File: src/rtl/useq_pkg.sv
package useq_pkg;
    typedef enum logic [1:0] {
        OP_STEP = 2'b00,
        OP_JUMP = 2'b01,
        OP_CJMP = 2'b10,
        OP_DISP = 2'b11
    } useq_op_e;

    typedef enum logic {
        ST_RUN  = 1'b0,
        ST_ONCE = 1'b1
    } useq_st_e;
endpackage

File: src/rtl/useq_cond.sv
module useq_cond #(
    parameter int NFLAGS = 8,
    localparam int SELW  = (NFLAGS > 1) ? $clog2(NFLAGS) : 1
) (
    input  logic [NFLAGS-1:0] flags,
    input  logic [SELW-1:0]   sel,
    output logic              hit
);
    logic [NFLAGS-1:0] match;

    for (genvar i = 0; i < NFLAGS; i++) begin : g_flag
        assign match[i] = (sel == SELW'(i)) && flags[i];
    end

    assign hit = |match;
endmodule

File: src/rtl/useq_src.sv
module useq_src #(
    parameter int            AW        = 12,
    parameter int            IDXW      = 4,
    parameter int            DISP_BITS = 6,
    parameter logic [AW-1:0] DISP_BASE = 12'h100
) (
    input  logic [AW-1:0]        addr,
    input  logic [AW-1:0]        target,
    input  logic                 idx_mod,
    input  logic [IDXW-1:0]      idx,
    input  logic [DISP_BITS-1:0] opcode,
    output logic [AW-1:0]        inc_addr,
    output logic [AW-1:0]        jmp_addr,
    output logic [AW-1:0]        disp_addr
);
    assign inc_addr  = addr + 1'b1;
    assign jmp_addr  = idx_mod ? (target | AW'(idx)) : target;
    assign disp_addr = DISP_BASE + AW'(opcode);
endmodule

File: src/rtl/useq_ctl.sv
module useq_ctl
    import useq_pkg::*;
#(
    parameter int AW = 12
) (
    input  logic          clk,
    input  logic          rst,
    input  useq_op_e      op,
    input  logic          once,
    input  logic          cond_hit,
    input  logic [AW-1:0] inc_addr,
    input  logic [AW-1:0] jmp_addr,
    input  logic [AW-1:0] disp_addr,
    output logic [AW-1:0] addr,
    output logic          pend
);
    useq_st_e      st_q, st_d;
    logic [AW-1:0] addr_q, addr_d;
    logic [AW-1:0] ret_q, ret_d;
    logic          take;

    always_ff @(posedge clk) begin
        if (rst) begin
            st_q   <= ST_RUN;
            addr_q <= '0;
            ret_q  <= '0;
        end else begin
            st_q   <= st_d;
            addr_q <= addr_d;
            ret_q  <= ret_d;
        end
    end

    always_comb begin
        st_d   = st_q;
        addr_d = inc_addr;
        ret_d  = ret_q;
        take   = 1'b0;
        unique case (st_q)
            ST_RUN: begin
                unique case (op)
                    OP_STEP: addr_d = inc_addr;
                    OP_JUMP: take = 1'b1;
                    OP_CJMP: take = cond_hit;
                    OP_DISP: addr_d = disp_addr;
                endcase
                if (take) begin
                    addr_d = jmp_addr;
                    if (once) begin
                        st_d  = ST_ONCE;
                        ret_d = inc_addr;
                    end
                end
            end
            ST_ONCE: begin
                addr_d = ret_q;
                st_d   = ST_RUN;
            end
        endcase
    end

    assign addr = addr_q;
    assign pend = (st_q == ST_ONCE);
endmodule

File: src/rtl/useq_core.sv
module useq_core
    import useq_pkg::*;
#(
    parameter int            AW        = 12,
    parameter int            IDXW      = 4,
    parameter int            NFLAGS    = 8,
    parameter int            DISP_BITS = 6,
    parameter logic [AW-1:0] DISP_BASE = 12'h100,
    localparam int           SELW      = (NFLAGS > 1) ? $clog2(NFLAGS) : 1
) (
    input  logic                 clk,
    input  logic                 rst,
    input  logic [1:0]           op,
    input  logic                 once,
    input  logic                 idx_mod,
    input  logic [AW-1:0]        target,
    input  logic [IDXW-1:0]      idx,
    input  logic [SELW-1:0]      cond_sel,
    input  logic [NFLAGS-1:0]    flags,
    input  logic [DISP_BITS-1:0] opcode,
    output logic [AW-1:0]        addr
);
    logic          cond_hit;
    logic          xq_pend;
    logic [AW-1:0] inc_addr, jmp_addr, disp_addr;

    useq_cond #(.NFLAGS(NFLAGS)) u_cond (
        .flags (flags),
        .sel   (cond_sel),
        .hit   (cond_hit)
    );

    useq_src #(
        .AW(AW), .IDXW(IDXW), .DISP_BITS(DISP_BITS), .DISP_BASE(DISP_BASE)
    ) u_src (
        .addr      (addr),
        .target    (target),
        .idx_mod   (idx_mod),
        .idx       (idx),
        .opcode    (opcode),
        .inc_addr  (inc_addr),
        .jmp_addr  (jmp_addr),
        .disp_addr (disp_addr)
    );

    useq_ctl #(.AW(AW)) u_ctl (
        .clk       (clk),
        .rst       (rst),
        .op        (useq_op_e'(op)),
        .once      (once),
        .cond_hit  (cond_hit),
        .inc_addr  (inc_addr),
        .jmp_addr  (jmp_addr),
        .disp_addr (disp_addr),
        .addr      (addr),
        .pend      (xq_pend)
    );
endmodule

File: config.mk
export PLATFORM = sky130hd
export DESIGN_NAME = useq_core
export DESIGN_NICKNAME = d
export VERILOG_FILES = /design/src/rtl/useq_pkg.sv /design/src/rtl/useq_cond.sv /design/src/rtl/useq_src.sv /design/src/rtl/useq_ctl.sv /design/src/rtl/useq_core.sv
export SDC_FILE = /design/constraint.sdc
export NUM_CORES = 1
export LEC_CHECK = 0
export ABC_AREA = 1
export BUFFER_PORTS_ARGS = -buffer_cell sky130_fd_sc_hd__buf_2
export CORE_ASPECT_RATIO = 1.5
export CORE_MARGIN = 5
export CORE_UTILIZATION = 51
export CTS_BUF_LIST = sky130_fd_sc_hd__clkbuf_4 sky130_fd_sc_hd__clkbuf_8 sky130_fd_sc_hd__clkbuf_16
export CTS_CLUSTER_SIZE = 16
export DETAILED_ROUTE_END_ITERATION = 12
export PLACE_DENSITY = 0.84
export SETUP_SLACK_MARGIN = 0.3
export SYNTH_ARGS = -nofsm -noshare
export SYNTH_HDL_FRONTEND = slang
export SYNTH_SLANG_ARGS = --single-unit
File: constraint.sdc
create_clock -name clk -period 1.9 [get_ports clk]
set_clock_uncertainty 0.2 [all_clocks]
set_input_delay 0.38 -clock clk [delete_from_list [all_inputs] [get_ports clk]]
set_output_delay 0.38 -clock clk [all_outputs]
set_load 0.05 [all_outputs]
# Word-level counts from Yosys, hierarchy flattened
# Cells that the tools add are included.
# totals
out_inout_bits	12
latch_bits	0
memories	0
romBits	0
wordCells	37
mem_bits_rw	0
regBits	25
# classes
addsub	2
multipliers	0
n_reduce_logical	11
muxes	9
div_mod_pow	0
eq_ne	10
bitwise	2
shift	0
order_cmp	0
# ops
op	n
$mux 12	3
$pmux 12 s2	1
$add 12x1->12 const B	1
$eq 3x3->1 const B	4
$or 12x4->12	1
$add 9x6->10 const A	1
$logic_and 1x1->1	8
$reduce_or 8->1	1
$eq 3x2->1 const B	2
$eq 2x2->1 const B	2
$pmux 1 s2	2
$eq 3x1->1 const B	1
$logic_not 3->1	1
$mux 1	3
$reduce_and 3->1	1
$eq 2x1->1 const B	1
$not 1->1	1

# Longest topological paths before layout
# logic_depth
ltp_word	7
mapped_depth	12
depth_no_buf	11

# Hierarchy
# Synthesis repeated with hierarchy kept, for this count alone.
# unflattened
hier_cells	313
area_unflattened_um2	1869.3
# modules_own_cells
module	area_each_um2	cells_per_inst	n_inst
useq_ctl	1347.5	221	1
useq_src	427.9	71	1
useq_cond	93.8	21	1

# Least setup slack after synthesis
# OpenSTA, ideal clock, no wires.
# synth_timing
path_kind	reg2reg
start	register u_ctl.addr_q[0] (netlist: u_ctl.addr[0])
end	register u_ctl.addr_q[10] (netlist: u_ctl.addr[10])
path_slack_ps	-266
synth_period_minus_slack_ps	2166
setup_ps	56
arrival_ps	1911
n_path_buf	0
path_stages_with_launch	11
path_cell_list	dfxtp_1 > ha_1 > nand3_1 > nor2_1 > nand3_1 > nor2_1 > xor2_1 > nand3_1 > nand3_1 > nand2_1 > inv_1
# synth_between
elab_chain_cells	4
# synth_rtl
item	line_no	rtl
start, declared	useq_ctl.sv:18	logic [AW-1:0] addr_q, addr_d;
start signal, assigned	useq_ctl.sv:29	addr_q <= addr_d;
$add 12x1->12	useq_src.sv:16	assign inc_addr = addr + 1'b1;
$mux 12	useq_ctl.sv:41	unique case (op)
$mux 12	useq_ctl.sv:47	if (take) begin
$pmux 12 s2	useq_ctl.sv:39	unique case (st_q)
# Every way passes these cells.
# A chain may end at the register's enable or synchronous reset.

# Worst setup path after layout
# Same ends and word-level chain as after synthesis.

==> PnR_summary.wiki <==
{| class="wikitable"
! Metric !! Value
|-
| Highest achievable clock rate || between 0.5 and 0.6 GHz
|-
| Number of nets in the synthesized netlist || approximately 290
|-
| Io pins || approximately 50
|-
| Sequential cell area fraction in the yosys report || 0.295
|-
| Met3 track demand over resource in global routing || 0.0338
|-
| Relative area change from synthesis to final layout || 43.0%
|-
| DPL Wire Length || between 3 and 4 mm
|-
| Ranking of synthesized cells by area || sky130_fd_sc_hd__dfxtp_1 (29%), sky130_fd_sc_hd__nand2_1 (12%), sky130_fd_sc_hd__inv_1 (8.2%), sky130_fd_sc_hd__nand3_1 (7.4%), sky130_fd_sc_hd__a21oi_2 (5.7%)
|-
| Buffer depth of the longest clock path || 2
|-
| Worst reg2reg path startpoint || u_ctl.addr[0]
|-
| TritonCTS clock tree || done
|-
| Slew Limit Fails || 0
|-
| Hold buffer count at CTS || 0
|-
| Highest-count cells in the layout ignoring fill and taps || sky130_fd_sc_hd__nand2_1 (49), sky130_fd_sc_hd__buf_2 (47), sky130_fd_sc_hd__inv_1 (34), sky130_fd_sc_hd__nand3_1 (20), sky130_fd_sc_hd__buf_4 (20)
|-
| Syn Std Cell Area || 0.00170 mm2
|-
| Setup slack of the critical path after layout || 0.175 ns
|-
| Fraction of the mapped netlist area in adder cells || 0.0295
|-
| Die span in x || 57.1 um
|-
| Slack of the worst reg-to-reg path || around 0.18 ns
|-
| Cell area after placement || ~0.002 mm2
|-
| I/O Buffers || 50
|-
| Crit path from || u_ctl.addr[0]
|-
| Launching element type of the critical path || flop
|-
| Final setup violation count || 0
|-
| Post-route design area || between 0.002 and 0.0025 mm2
|-
| Antenna Cells || 0
|-
| Number of antenna violations at the first check in global routing || 0
|-
| Biggest cell delay along the critical path || around 0.37 ns
|-
| Die height || 80.7 um
|-
| Drt total wl || between 5 and 6 mm
|-
| Fraction of the mapped netlist area in compound gates || 0.125
|-
| Placed cell count || 335
|-
| Power density relative to cell area || 612 mW/mm2
|-
| Pin count of the biggest net entering global routing || 16
|-
| Via Count || just under 2k
|-
| Met1 usage || 0.218
|-
| Die footprint || ~0.0046 mm2
|-
| CTS H-tree lvls || 1
|-
| WP data arrival || about 1.8 ns
|-
| Wire length of the first global-routing pass || 7.73 mm
|-
| Setup repair after global routing missed its margin || true
|-
| Sequential group share of total power || 0.405
|-
| Warnings, synthesis || 0
|-
| Leakage || approximately 1.2 nW
|-
| Worst reg-to-reg path cell count || 10
|-
| Worst-path clk slew || roughly 0.090 ns
|-
| DRC violation count after routing || 0
|-
| Time the final worst path needs with I/O delays and setup || between 1.5 and 2 ns
|-
| Relative contribution of combinational cells to total power || 0.367
|-
| Run status || finished, final reports clean
|-
| Routed wire length per instance || between 15 and 20 um
|-
| Switching Power || 0.000554 W
|-
| Peak fanout along the critical path || 2
|-
| Clock tree root buffer cell || sky130_fd_sc_hd__clkbuf_8
|-
| Vias in the first global route || 1790
|-
| Count of TritonRoute iterations in the first routing pass || 6
|-
| Worst Setup EP || u_ctl.addr[10]
|-
| Grt met2 use || 0.416
|-
| Combinational family with the most area after synthesis || simple AND/OR/NAND/NOR gates
|-
| Antenna-violating nets left || 0
|-
| Layout cells sized above 1 || 0.489
|-
| Type of element capturing the critical path || flop
|-
| Classification of the worst-slack hold path || primary input to flop
|-
| Critical R2R Capture || u_ctl.addr[10]
|-
| Global placement routability congestion || between 0.8 and 0.9
|-
| Insertion delay to the later sink of the worst-skew pair || approximately 0.27 ns
|-
| Switching fraction of total power || 0.373
|-
| Cell taking the most area after synthesis || sky130_fd_sc_hd__dfxtp_1
|-
| Instance count of the mapped netlist || 244
|-
| Max-slew headroom || 0.674
|-
| Post-Synth Simple-Gate Area || 0.360
|-
| Post-layout nets || 359
|-
| Number of DRC markers in iteration 0 || between 150 and 200
|-
| Xor and xnor area share after synthesis || 0.0464
|-
| Yosys cell types || 29
|-
| GRT overflow || 0
|-
| Required time at the worst-slack endpoint || around 1.9 ns
|-
| Async set-or-reset flop fraction in the synthesized netlist || 0
|-
| Mux contribution to synthesized area || 0.00590
|-
| Inserted Clock Buffers || 3
|-
| Total track usage || 0.217
|-
| Cells traversed along the worst timing path || ha_4, nand3_4, nor2_4, nand3_4, nor2_2, xor2_1, nand3_1, nand3_1, nand2_1, inv_1
|-
| Top flip-flop cell by instance count after synthesis || sky130_fd_sc_hd__dfxtp_1
|-
| Worst slew pin tran || ~0.49 ns
|-
| Clock share of power || 0.227
|-
| Number of synthesized flops with an enable pin || 0
|-
| Crit path max-delay cell type || sky130_fd_sc_hd__dfxtp_4
|-
| Share of the synthesized area in the top cell type || 0.295
|-
| Most common cell after layout, fill and taps aside || sky130_fd_sc_hd__nand2_1
|-
| Worst vdd rail ir drop || 0.000493 V
|-
| Final Hold Vio Count || 0
|-
| DP Worst Slack || -0.0210 ns
|-
| Power Internal || approximately 0.00093 W
|-
| Core outline area || around 0.0032 mm2
|-
| Num rows || 25
|-
| Seq cells post-synth || 25
|-
| MaxCap Viol Count || 0
|-
| Initial core utilization || 0.532
|-
| Ratio of final minimum period to clock period || 0.908
|-
| Type of the worst setup path || flop to flop
|-
| Mapped Avg Cell Area || 6.96 um2
|-
| Vias per cell || approximately 5.5
|-
| Post-route insts no fill || around 360
|-
| GRT Max-Usage Layer || met2
|-
| Number of sinks on the clock net || 25
|}
flip-flops by register name (all words and copies together) (netlist names):
register     flops
u_ctl.addr      12
u_ctl.pend       1
u_ctl.ret_q     12
cell usage after synthesis (3+ instances only):
| library cell | instances |
|---|---|
| sky130_fd_sc_hd__o21ai_0 | 5 |
| sky130_fd_sc_hd__nand3_1 | 25 |
| sky130_fd_sc_hd__ha_1 | 4 |
| sky130_fd_sc_hd__inv_1 | 37 |
| sky130_fd_sc_hd__nor2_1 | 17 |
| sky130_fd_sc_hd__nand2_1 | 53 |
| sky130_fd_sc_hd__dfxtp_1 | 25 |
| sky130_fd_sc_hd__a21oi_1 | 15 |
| sky130_fd_sc_hd__clkbuf_1 | 4 |
| sky130_fd_sc_hd__nand2_2 | 11 |
| sky130_fd_sc_hd__a21oi_2 | 11 |
| sky130_fd_sc_hd__o21ai_1 | 3 |
| sky130_fd_sc_hd__nand3_2 | 8 |
| sky130_fd_sc_hd__xor2_1 | 8 |
cell families (layout without fill, tap and decap cells):
logic type,after synthesis,in the layout
AND/OR/NAND/NOR,122,123
buffers and inverters,49,119
AO/OA/AOI/OAI,34,34
flip-flops,25,25
XOR/XNOR,9,9
adder cells (fa/ha/maj),4,4
multiplexers,1,1
worst min path at each step:
| stage | endpoint | startpoint | cells past startpoint | slack [ns] |
|---|---|---|---|---|
| 2_1_floorplan | u_ctl.addr[0] | u_ctl.ret_q[0] | 2 | 0.23 |
| 3_3_place_gp | u_ctl.addr[0] | u_ctl.ret_q[0] | 2 | 0.24 |
| 3_5_place_dp | u_ctl.addr[0] | u_ctl.ret_q[0] | 2 | 0.24 |
| 4_1_cts | u_ctl.addr[10] | target[10] | 5 | 0.24 |
| 5_1_grt | u_ctl.ret_q[8] | rst | 3 | 0.26 |
| 6_report | u_ctl.addr[4] | target[4] | 5 | 0.25 |
through the flow:
step | utilization | hold WS (ns) | power (W) | TNS (ns)
6_report | 0.761 | 0.251 | 0.00149 | 0
5_1_grt | 0.761 | 0.259 | 0.00155 | 0
4_1_cts | 0.698 | 0.242 | 0.00139 | 0
3_5_place_dp | 0.644 | 0.240 | 0.00103 | -0.0210
3_3_place_gp | 0.644 | 0.238 | 0.00102 | 0
2_1_floorplan | - | 0.226 | 0.000916 | 0
power by group through the flow:
stage          Clock (W)  Sequential, W  Combinational (W)
3_3_place_gp           0       0.000605           0.000419
4_1_cts         0.000336       0.000597           0.000459
6_report        0.000338       0.000602           0.000546
3_5_place_dp           0       0.000606           0.000427
2_1_floorplan          0       0.000690           0.000226
5_1_grt         0.000359       0.000607           0.000581
critical path: cells and delay by family, from the launching register on:
family,cells,cell delay (ns)
buffers and inverters,1,0.04
XOR/XNOR,1,0.22
flip-flops,1,0.37
AND/OR/NAND/NOR,7,0.68
adder cells (fa/ha/maj),1,0.16
final cells by class:
| class | count | area [um2] |
|---|---|---|
| fill | 236 | 763 |
| multi-input combinational | 171 | 1130 |
| timing repair buffer | 75 | 484 |
| tap | 40 | 50.0 |
| clock buffer | 4 | 48.8 |
| timing repair inverter | 1 | 11.3 |
| inverter | 39 | 164 |
| sequential | 25 | 534 |
per-layer routing:
metal	wire [um]	up-vias
met5	0	-
met4	220	0
met3	564	23
met2	3060	134
met1	1940	903
li1	-	904
what timing repair did:
item	in CTS	in global routing
buffers inserted	6	8
endpoints found under the setup margin	16	25
gates cloned	0	2
pin swaps	9	19
resized for setup	17	28
No activity file was read; power rests on OpenSTA's default activity.
